## config.mk

```make
export PLATFORM = sky130hd
export DESIGN_NAME = disk_dma_ctrl
export DESIGN_NICKNAME = d
export VERILOG_FILES = /design/src/rtl/disk_pkg.sv /design/src/rtl/disk_reg_file.sv /design/src/rtl/disk_block_store.sv /design/src/rtl/disk_xfer_fsm.sv /design/src/rtl/disk_dma_ctrl.sv
export SDC_FILE = /design/constraint.sdc
export NUM_CORES = 1
export LEC_CHECK = 0
export ABC_AREA = 1
export BUFFER_PORTS_ARGS = -buffer_cell sky130_fd_sc_hd__buf_2
export CAP_MARGIN = 20
export CORE_MARGIN = 2
export CORE_UTILIZATION = 62
export DETAILED_ROUTE_END_ITERATION = 8
export PLACE_DENSITY_LB_ADDON = 0.2
export SLEW_MARGIN = 20
export SYNTH_ARGS = -nofsm -noshare
export SYNTH_HDL_FRONTEND = slang
export SYNTH_SLANG_ARGS = --single-unit
```

## constraint.sdc

```tcl
create_clock -name clk -period 3.85 [get_ports clk]
set_input_delay 0.77 -clock clk [delete_from_list [all_inputs] [get_ports clk]]
set_output_delay 0.77 -clock clk [all_outputs]
set_load 0.05 [all_outputs]
```

## src/rtl/disk_pkg.sv

```systemverilog
package disk_pkg;

    // register offsets on the programming port
    localparam logic [1:0] OFS_CMD  = 2'd0;
    localparam logic [1:0] OFS_BLK  = 2'd1;
    localparam logic [1:0] OFS_ADDR = 2'd2;
    localparam logic [1:0] OFS_STAT = 2'd3;

    // command codes
    localparam int CMD_TO_MEM   = 1;
    localparam int CMD_FROM_MEM = 2;

    typedef enum logic [1:0] {
        STS_OK        = 2'd0,
        STS_BAD_CMD   = 2'd1,
        STS_BAD_BLOCK = 2'd2,
        STS_BAD_ADDR  = 2'd3
    } disk_sts_e;

    typedef enum logic [1:0] {
        ST_IDLE,
        ST_WAIT,
        ST_MOVE,
        ST_FINISH
    } xfer_st_e;

    // true when [start, start+len) lies inside [base, base+size)
    function automatic logic span_fits(input int unsigned start,
                                       input int unsigned base,
                                       input int unsigned size,
                                       input int unsigned len);
        return (start >= base) && (start + len <= base + size);
    endfunction

endpackage

```

## src/rtl/disk_reg_file.sv

```systemverilog
module disk_reg_file
    import disk_pkg::*;
#(
    parameter int WORD_W = 16
) (
    input  logic              clk,
    input  logic              rst,
    input  logic              reg_wr,
    input  logic [1:0]        reg_sel,
    input  logic [WORD_W-1:0] reg_wdata,
    input  disk_sts_e         status,
    output logic              cmd_wr,
    output logic [WORD_W-1:0] blk_arg,
    output logic [WORD_W-1:0] addr_arg,
    output logic [WORD_W-1:0] reg_rdata
);

    assign cmd_wr = reg_wr && (reg_sel == OFS_CMD);

    always_ff @(posedge clk) begin
        if (rst) begin
            blk_arg  <= '0;
            addr_arg <= '0;
        end else if (reg_wr) begin
            if (reg_sel == OFS_BLK)  blk_arg  <= reg_wdata;
            if (reg_sel == OFS_ADDR) addr_arg <= reg_wdata;
        end
    end

    always_comb begin
        unique case (reg_sel)
            OFS_BLK:  reg_rdata = blk_arg;
            OFS_ADDR: reg_rdata = addr_arg;
            OFS_STAT: reg_rdata = WORD_W'(status);
            default:  reg_rdata = '0;
        endcase
    end

endmodule

```

## src/rtl/disk_block_store.sv

```systemverilog
module disk_block_store #(
    parameter int WORD_W = 16,
    parameter int DEPTH  = 64,
    localparam int IDX_W = (DEPTH > 1) ? $clog2(DEPTH) : 1
) (
    input  logic              clk,
    input  logic              rst,
    input  logic              we,
    input  logic [IDX_W-1:0]  idx,
    input  logic [WORD_W-1:0] wdata,
    output logic [WORD_W-1:0] rdata
);

    logic [WORD_W-1:0] cells [DEPTH];

    always_ff @(posedge clk) begin
        if (we) cells[idx] <= wdata;
    end

    assign rdata = cells[idx];

    // a store write only ever targets an existing cell
    p_store_idx_r4: assert property (@(posedge clk) disable iff (rst)
        we |-> (32'(idx) < DEPTH));

endmodule

```

## src/rtl/disk_xfer_fsm.sv

```systemverilog
module disk_xfer_fsm
    import disk_pkg::*;
#(
    parameter int WORD_W      = 16,
    parameter int BLOCK_COUNT = 8,
    parameter int BLOCK_WORDS = 8,
    parameter int USER_BASE   = 1024,
    parameter int USER_SIZE   = 1024,
    parameter int START_DELAY = 3,
    localparam int DEPTH      = BLOCK_COUNT * BLOCK_WORDS,
    localparam int SIDX_W     = (DEPTH > 1) ? $clog2(DEPTH) : 1,
    localparam int BLK_W      = (BLOCK_COUNT > 1) ? $clog2(BLOCK_COUNT) : 1,
    localparam int OFF_W      = (BLOCK_WORDS > 1) ? $clog2(BLOCK_WORDS) : 1,
    localparam int DLY_W      = (START_DELAY > 0) ? $clog2(START_DELAY + 1) : 1
) (
    input  logic              clk,
    input  logic              rst,
    input  logic              cmd_wr,
    input  logic [WORD_W-1:0] cmd_code,
    input  logic [WORD_W-1:0] blk_arg,
    input  logic [WORD_W-1:0] addr_arg,
    input  logic              mem_gnt,
    input  logic [WORD_W-1:0] mem_rdata,
    output logic              mem_req,
    output logic              mem_we,
    output logic [WORD_W-1:0] mem_addr,
    output logic [WORD_W-1:0] mem_wdata,
    output logic              st_we,
    output logic [SIDX_W-1:0] st_idx,
    output logic [WORD_W-1:0] st_wdata,
    input  logic [WORD_W-1:0] st_rdata,
    output disk_sts_e         status,
    output logic              irq
);

    xfer_st_e          state_q;
    logic              to_mem_q;
    logic [BLK_W-1:0]  blk_q;
    logic [WORD_W-1:0] base_q;
    logic [OFF_W-1:0]  off_q;
    logic [DLY_W-1:0]  dly_q;
    disk_sts_e         code_q;
    disk_sts_e         status_q;
    logic              irq_q;

    // command decode, in priority order: code, block, address
    logic      is_to_mem, is_from_mem, blk_ok, addr_ok;
    disk_sts_e new_code;

    always_comb begin
        is_to_mem   = (cmd_code == WORD_W'(CMD_TO_MEM));
        is_from_mem = (cmd_code == WORD_W'(CMD_FROM_MEM));
        blk_ok      = (32'(blk_arg) < BLOCK_COUNT);
        addr_ok     = span_fits(32'(addr_arg), USER_BASE, USER_SIZE, BLOCK_WORDS);
        if (!(is_to_mem || is_from_mem)) new_code = STS_BAD_CMD;
        else if (!blk_ok)                new_code = STS_BAD_BLOCK;
        else if (!addr_ok)               new_code = STS_BAD_ADDR;
        else                             new_code = STS_OK;
    end

    logic handshake, last_word;
    assign mem_req   = (state_q == ST_MOVE) && !cmd_wr;
    assign handshake = mem_req && mem_gnt;
    assign last_word = (off_q == OFF_W'(BLOCK_WORDS - 1));

    always_ff @(posedge clk) begin
        if (rst) begin
            state_q  <= ST_IDLE;
            to_mem_q <= 1'b0;
            blk_q    <= '0;
            base_q   <= '0;
            off_q    <= '0;
            dly_q    <= '0;
            code_q   <= STS_OK;
            status_q <= STS_OK;
            irq_q    <= 1'b0;
        end else begin
            irq_q <= 1'b0;
            if (cmd_wr) begin
                // a new command replaces whatever was running
                to_mem_q <= is_to_mem;
                blk_q    <= BLK_W'(blk_arg);
                base_q   <= addr_arg;
                off_q    <= '0;
                dly_q    <= '0;
                code_q   <= new_code;
                state_q  <= (new_code == STS_OK) ? ST_WAIT : ST_FINISH;
            end else begin
                unique case (state_q)
                    ST_WAIT: begin
                        if (dly_q == DLY_W'(START_DELAY)) state_q <= ST_MOVE;
                        else                              dly_q   <= dly_q + DLY_W'(1);
                    end
                    ST_MOVE: begin
                        if (handshake) begin
                            if (last_word) state_q <= ST_FINISH;
                            else           off_q   <= off_q + OFF_W'(1);
                        end
                    end
                    ST_FINISH: begin
                        status_q <= code_q;
                        irq_q    <= 1'b1;
                        state_q  <= ST_IDLE;
                    end
                    default: ;
                endcase
            end
        end
    end

    assign mem_we    = to_mem_q;
    assign mem_addr  = base_q + WORD_W'(off_q);
    assign mem_wdata = st_rdata;
    assign st_idx    = SIDX_W'(32'(blk_q) * BLOCK_WORDS + 32'(off_q));
    assign st_we     = handshake && !to_mem_q;
    assign st_wdata  = mem_rdata;
    assign status    = status_q;
    assign irq       = irq_q;

    // the completion interrupt lasts one cycle
    p_irq_one_cycle_r10: assert property (@(posedge clk) disable iff (rst)
        irq_q |=> !irq_q);

    // status only changes together with the interrupt
    p_status_with_irq_r10: assert property (@(posedge clk) disable iff (rst)
        !$stable(status_q) |-> irq_q);

    // a command write stops any request in the following cycle
    p_cmd_halts_req_r9: assert property (@(posedge clk) disable iff (rst)
        cmd_wr |=> !mem_req);

    // an ungranted request stays up (unless cancelled) with a fixed address
    p_req_held_r11: assert property (@(posedge clk) disable iff (rst)
        (mem_req && !mem_gnt) |=> ((mem_req || cmd_wr) && $stable(mem_addr)));

    // requests stay within user space
    p_req_in_user_r12: assert property (@(posedge clk) disable iff (rst)
        mem_req |-> ((32'(mem_addr) >= USER_BASE) &&
                     (32'(mem_addr) < USER_BASE + USER_SIZE)));

endmodule

```

## src/rtl/disk_dma_ctrl.sv

```systemverilog
module disk_dma_ctrl
    import disk_pkg::*;
#(
    parameter int WORD_W      = 16,
    parameter int BLOCK_COUNT = 8,
    parameter int BLOCK_WORDS = 8,
    parameter int USER_BASE   = 1024,
    parameter int USER_SIZE   = 1024,
    parameter int START_DELAY = 3
) (
    input  logic              clk,
    input  logic              rst,
    input  logic              reg_wr,
    input  logic [1:0]        reg_sel,
    input  logic [WORD_W-1:0] reg_wdata,
    output logic [WORD_W-1:0] reg_rdata,
    output logic              mem_req,
    output logic              mem_we,
    output logic [WORD_W-1:0] mem_addr,
    output logic [WORD_W-1:0] mem_wdata,
    input  logic              mem_gnt,
    input  logic [WORD_W-1:0] mem_rdata,
    output logic              disk_irq
);

    localparam int DEPTH  = BLOCK_COUNT * BLOCK_WORDS;
    localparam int SIDX_W = (DEPTH > 1) ? $clog2(DEPTH) : 1;

    logic              cmd_wr;
    logic [WORD_W-1:0] blk_arg, addr_arg;
    disk_sts_e         status;
    logic              st_we;
    logic [SIDX_W-1:0] st_idx;
    logic [WORD_W-1:0] st_wdata, st_rdata;

    disk_reg_file #(.WORD_W(WORD_W)) u_regs (
        .clk      (clk),
        .rst      (rst),
        .reg_wr   (reg_wr),
        .reg_sel  (reg_sel),
        .reg_wdata(reg_wdata),
        .status   (status),
        .cmd_wr   (cmd_wr),
        .blk_arg  (blk_arg),
        .addr_arg (addr_arg),
        .reg_rdata(reg_rdata)
    );

    disk_xfer_fsm #(
        .WORD_W     (WORD_W),
        .BLOCK_COUNT(BLOCK_COUNT),
        .BLOCK_WORDS(BLOCK_WORDS),
        .USER_BASE  (USER_BASE),
        .USER_SIZE  (USER_SIZE),
        .START_DELAY(START_DELAY)
    ) u_fsm (
        .clk      (clk),
        .rst      (rst),
        .cmd_wr   (cmd_wr),
        .cmd_code (reg_wdata),
        .blk_arg  (blk_arg),
        .addr_arg (addr_arg),
        .mem_gnt  (mem_gnt),
        .mem_rdata(mem_rdata),
        .mem_req  (mem_req),
        .mem_we   (mem_we),
        .mem_addr (mem_addr),
        .mem_wdata(mem_wdata),
        .st_we    (st_we),
        .st_idx   (st_idx),
        .st_wdata (st_wdata),
        .st_rdata (st_rdata),
        .status   (status),
        .irq      (disk_irq)
    );

    disk_block_store #(.WORD_W(WORD_W), .DEPTH(DEPTH)) u_store (
        .clk  (clk),
        .rst  (rst),
        .we   (st_we),
        .idx  (st_idx),
        .wdata(st_wdata),
        .rdata(st_rdata)
    );

endmodule

```

* After elaboration in Yosys (flattened, before gate mapping) *
Memory sizes are Yosys's and may differ from the RTL's.
Index checks and enable logic that the tools add are counted.
Widths: inputs -> output; s select.

storage, ports and cells
  bits in registers = 64
  input bits = 38
  memories = 1
  memory bits (writable) = 1024

operators by class
  bitwise gates (word level) = 3
  multiplexer cells = 13
  reductions and logical operators = 18
  equal/unequal tests = 13
  add/subtract/negate cells = 5
  order comparisons = 3

memories
  name           words  bits a word  rd ports  clocked after memory_dff  write ports  RTL line                RTL
  u_store.cells  64     16           1         0                         1            disk_block_store.sv:14  logic [WORD_W-1:0] cells [DEPTH];

operator list
  kind                   number
  $pmux 16 s3            1
  $le 32x12->1 const B   1
  $add 16x4->17 const B  1
  $add 16x3->16          1
  $eq 16x1->1 const B    1
  $eq 16x2->1 const B    1
  $ge 16x11->1 const B   1
  $lt 16x4->1 const B    1
  $mux 2                 8
  $eq 2x2->1 const B     5
  $ne 3x1->1 const B     3
  $reduce_and 2->1       4
  $add 6x3->6            1
  $pmux 2 s3             1
  $logic_and 1x1->1      5
  $eq 2x1->1 const B     2
  $logic_not 2->1        2
  $reduce_and 4->1       1
  $reduce_bool 4->1      1
  $add 3x1->3 const B    1
  $eq 3x3->1 const B     1
  $mux 1                 3
  $not 1->1              3
  $reduce_and 3->1       1
  4 further kinds        5

* Depth between registers and ports, before layout *
  depth in word-level cells = 9
  gate-level depth with buffers = 16
  depth with buffers taken out = 16

* By module *
A second synthesis with hierarchy kept.

second synthesis, totals
  cells, all modules = 4764
  area, all modules = 46766.1 µm²

modules (own cells, without submodules)
  module            area an instance (µm²)  times used  cells each  sequential area each (µm²)
  disk_block_store  43249.0                 1           4240        30749.5
  disk_xfer_fsm     2059.5                  1           292         640.6
  disk_reg_file     1457.6                  1           232         640.6

* Least setup slack after synthesis *
Ideal clock, no wire load.

  kind = register to output
  start = register u_fsm.off_q[1]
  end = output mem_addr[14]
  cell stages (with the launch flop) = 10
  arrival = 2.904 ns
  setup slack = 0.176 ns
  buffers on the path = 0
  required time = 3.080 ns
  cells stage by stage = dfxtp_1 inv_2 fa_1 o22ai_1 nand2_1 nor3_1 nand3_1 nor3_1 nand3_1 xor2_1

on the way
  cells in the longest elaborated chain, start to end = 1

ends and longest elaborated chain
  element                 RTL line              RTL
  from (decl)             disk_xfer_fsm.sv:40   logic [OFF_W-1:0] off_q;
  from (signal assigned)  disk_xfer_fsm.sv:97   else off_q <= off_q + OFF_W'(1);
  $add 16x3->16           disk_xfer_fsm.sv:112  assign mem_addr = base_q + WORD_W'(off_q);
  to (decl)               disk_dma_ctrl.sv:19   output logic [WORD_W-1:0] mem_addr,

No other way between the ends.

* Worst setup path in the final report *
  start = register u_fsm.off_q[0]
  end = output mem_wdata[0]

on the way
  cells in the longest elaborated chain, start to end = 2

ends and longest elaborated chain
  element        RTL line              RTL
  $add 6x3->6    disk_xfer_fsm.sv:114  assign st_idx = SIDX_W'(32'(blk_q) * BLOCK_WORDS + 32'(off_q));
  $mem_v2 64x16  --
  to (decl)      disk_dma_ctrl.sv:20   output logic [WORD_W-1:0] mem_wdata,

No other way between the ends.

==> impl_metrics.env <==
export IMPL_synth_edff_count=1024
export IMPL_critPathKind="flop to output port"
export IMPL_final_util_pct=73.3
export IMPL_worst_ep_required_time_ns=3.08
export IMPL_rows=94
export IMPL_finalSetupViolCount=0
export IMPL_numClockSinks=1088
export IMPL_dpl_cell_area_mm2=0.0441
export IMPL_grt_max_degree=65
export IMPL_clock_skew_final_ns=0.0281
export IMPL_cts_tree="done"
export IMPL_core_mm2=0.0657
export IMPL_drive_above_1_share_pct=16.7
export IMPL_drt_wl_total_um=118000
export IMPL_h_tree_depth=3
export IMPL_drtIter0Drc=4171
export IMPL_drc=0
export IMPL_crit_fanout=30
export IMPL_gp_congestion=0.894
export IMPL_slew_headroom_pct=27.4
export IMPL_start_util_pct=62.7
export IMPL_grt_setup_unrepaired="true"
export IMPL_maxSlewViolCount=0
export IMPL_overflow=0
export IMPL_drt_first_pass_iters=6
export IMPL_grt_usage_pct=34.5
export IMPL_fmax_mhz=261
export IMPL_path_delay_family="simple AND/OR/NAND/NOR gates"
export IMPL_io_buffers=88
export IMPL_num_vias=27200
export IMPL_cts_root_buf="clkbuf_16"
export IMPL_path_clk_slew_ns=0.07
export IMPL_vias_per_cell=6.47
export IMPL_grt_pass1_vias=26500
export IMPL_leakage_nw=16.8
export IMPL_cts_buffer_depth=3
export IMPL_ys_seq_area_share_pct=77.7
export IMPL_cts_hold_buffers=0
export IMPL_wl_per_cell_um=28.0
export IMPL_async_reset_ff_share_pct=0
export IMPL_numCtsBuffers=104
export IMPL_cp_cell_sequence="buf_6 -> inv_8 -> nor3_4 -> buf_12 -> buf_12 -> nand2_1 -> nand2_1 -> a221oi_1 -> nand3_1 -> nand2_1 -> nand3_1 -> nor2_4 -> nand2_1 -> buf_2"
export IMPL_max_cap_violations=0
export IMPL_powerDensity_mw_per_mm2=510
export IMPL_io_pins=89
export IMPL_nNetsFinal=3311
export IMPL_final_cell_area_mm2=0.0482
export IMPL_finalHoldViolations=0
export IMPL_hold_class="input port to flop"
export IMPL_synth_cells=2967
export IMPL_die_area_mm2=0.0686
export IMPL_fin_crit_ns=3.83
export IMPL_outcome="complete, no violations"
export IMPL_critPathArrivalTime_ns=3.06
export IMPL_syn_avg_cell_area_um2=13.9
export IMPL_post_dp_hpwl_um=70400
export IMPL_syn_cell_area_mm2=0.0412
export IMPL_clkLatencyLatePin_ns=0.66
export IMPL_period_share_pct=99.5
export IMPL_ir_worst_vdd_uv=492
export IMPL_tightestPinTransition_ns=1.09
export IMPL_die_x_um=262
export IMPL_synth_cell_types=42
export IMPL_ys_ff_latch=1088
export IMPL_synth_area_leader_cell="edfxtp_1"
export IMPL_critPathBufInv=5
export IMPL_layout_cells_non_filler=4213
export IMPL_grt_pass1_wl_um=170000
export IMPL_synth_most_common_cell="edfxtp_1"
export IMPL_synth_top_area_share_pct=74.6
export IMPL_whs_ns=0.371
export IMPL_ant_nets=0
export IMPL_end_kind="output port"
export IMPL_ys_top_cells_by_count="edfxtp_1, nand2_1, nor2_1, a22oi_1, nand4_1"
export IMPL_area_growth_pct=16.9
export IMPL_critPathSlowestCell="dfxtp_2"
export IMPL_slowest_delay_ns=0.33
export IMPL_die_height_um=262
export IMPL_synth_fp_nets=3014
export IMPL_yosys_warnings=0
export IMPL_total_power_w=0.0246
export IMPL_placedCellCount=3999
export IMPL_antenna_found_initial=4
export IMPL_critPathMostFrequentCell="nand2_1"
export IMPL_synthFlopType="edfxtp_1"
export IMPL_synthTopCellsByArea="edfxtp_1, nand2_1, dfxtp_1"
export IMPL_critPathLaunchType="flop"
==> worst reg2reg max path: stages, from the launching register on <==
cell and delay (ns):
dfxtp_2 0.36, buf_6 0.16, nand3_1 0.14, bufinv_16 0.35
buf_12 0.26, buf_4 0.20, nand2_1 0.10, buf_4 0.22
nor2_1 0.16, buf_4 0.30
==> what timing repair did <==
| action | 4_1_cts | 5_1_grt |
|---|---|---|
| setup buffers | 18 | 3 |
| pin swaps | 12 | 17 |
| gates cloned | 1 | 1 |
| endpoints found under the hold margin | 0 | 0 |
| gates resized for setup | 83 | 56 |
| endpoints found under the setup margin | 21 | 19 |
==> area by class of cell <==
type | instances | area, um^2
inverter | 127 | 568
antenna | 1 | 2.50
sequential | 1088 | 32000
timing repair inverter | 1 | 6.26
clock inverter | 62 | 568
tap | 864 | 1080
multi-input combinational | 1623 | 8490
timing repair buffer | 319 | 2670
fill | 4082 | 17600
clock buffer | 128 | 2760
==> cell families after synthesis <==
| kind of cell | Yosys count | synth area share [%] |
|---|---|---|
| compound gates | 428 | 7.27 |
| simple gates | 1170 | 11.8 |
| flops | 1088 | 77.7 |
| buf+inv | 256 | 2.60 |
| xor+xnor | 16 | 0.340 |
| fa+ha+maj | 9 | 0.291 |
==> sequential cells by signal (all words and copies together), names as in the netlist <==
signal           flops
u_regs.blk_arg      16
u_store.cells     1024
u_fsm.code_q         2
u_fsm.blk_q          3
u_fsm.mem_we         1
u_fsm.base_q        16
u_fsm.off_q          3
u_fsm.irq            1
u_fsm.dly_q          2
u_fsm.state_q        2
u_fsm.status         2
u_regs.addr_arg     16
==> per-stage QoR <==
step	worst slack (ns)	setup TNS, ns
after floorplan	0.176	0
after global placement	-0.204	-0.204
after detailed placement	-0.282	-0.282
after CTS	-0.00622	-0.00622
after global routing	-0.0454	-0.108
final	0.0203	0
==> power breakdown <==
part	switching, W	internal (W)	total, W
combinational	0.00112	0.000448	0.00157
sequential	0.0000227	0.0130	0.0130
clock	0.00423	0.00579	0.0100
total	0.00538	0.0192	0.0246
==> metal layers <==
metal / part of all wire [%] / GRT usage (%)
met1: 36 / 46.8
met2: 47 / 54.1
met3: 13 / 7.75
met4: 4.4 / 15.5
met5: 0.050 / 0
==> path summary, 6_finish.rpt <==
kind                                                   from                        endpoint  slack, ns  cells after the start
worst min register to register  u_fsm.dly_q[1]$_SDFFE_PP0P_     u_fsm.dly_q[1]$_SDFFE_PP0P_       0.45                      2
worst max-delay path            u_fsm.off_q[0]$_SDFFE_PP0P_                    mem_wdata[0]       0.02                     14
worst min-delay path                                    rst   u_fsm.state_q[1]$_SDFFE_PP0P_       0.37                      2
worst max register to register  u_fsm.off_q[1]$_SDFFE_PP0P_  u_store.cells[55][8]$_DFFE_PP_       1.27                      9
==> placed cells by master (no fill, tap or decap), drive strengths merged <==
cell,count
buf,317
o311ai,1
o2111ai,5
nor2,144
o221ai,2
nand3b,1
nor3,17
o22ai,30
nand3,56
fa,1
nand2,822
bufinv,12
o2bb2ai,1
ha,8
and3,12
a22o,23
xnor2,1
clkinvlp,2
o21ai,75
diode,1
o31ai,4
inv,129
clkinv,47
edfxtp,1024
nand4,116
a211oi,6
dfxtp,64
a221oi,86
a31oi,1
a21oi,62
o211ai,2
xor2,15
nor4,2
clkbuf,130
a22oi,130
No activity file was read; power rests on OpenSTA's default activity.
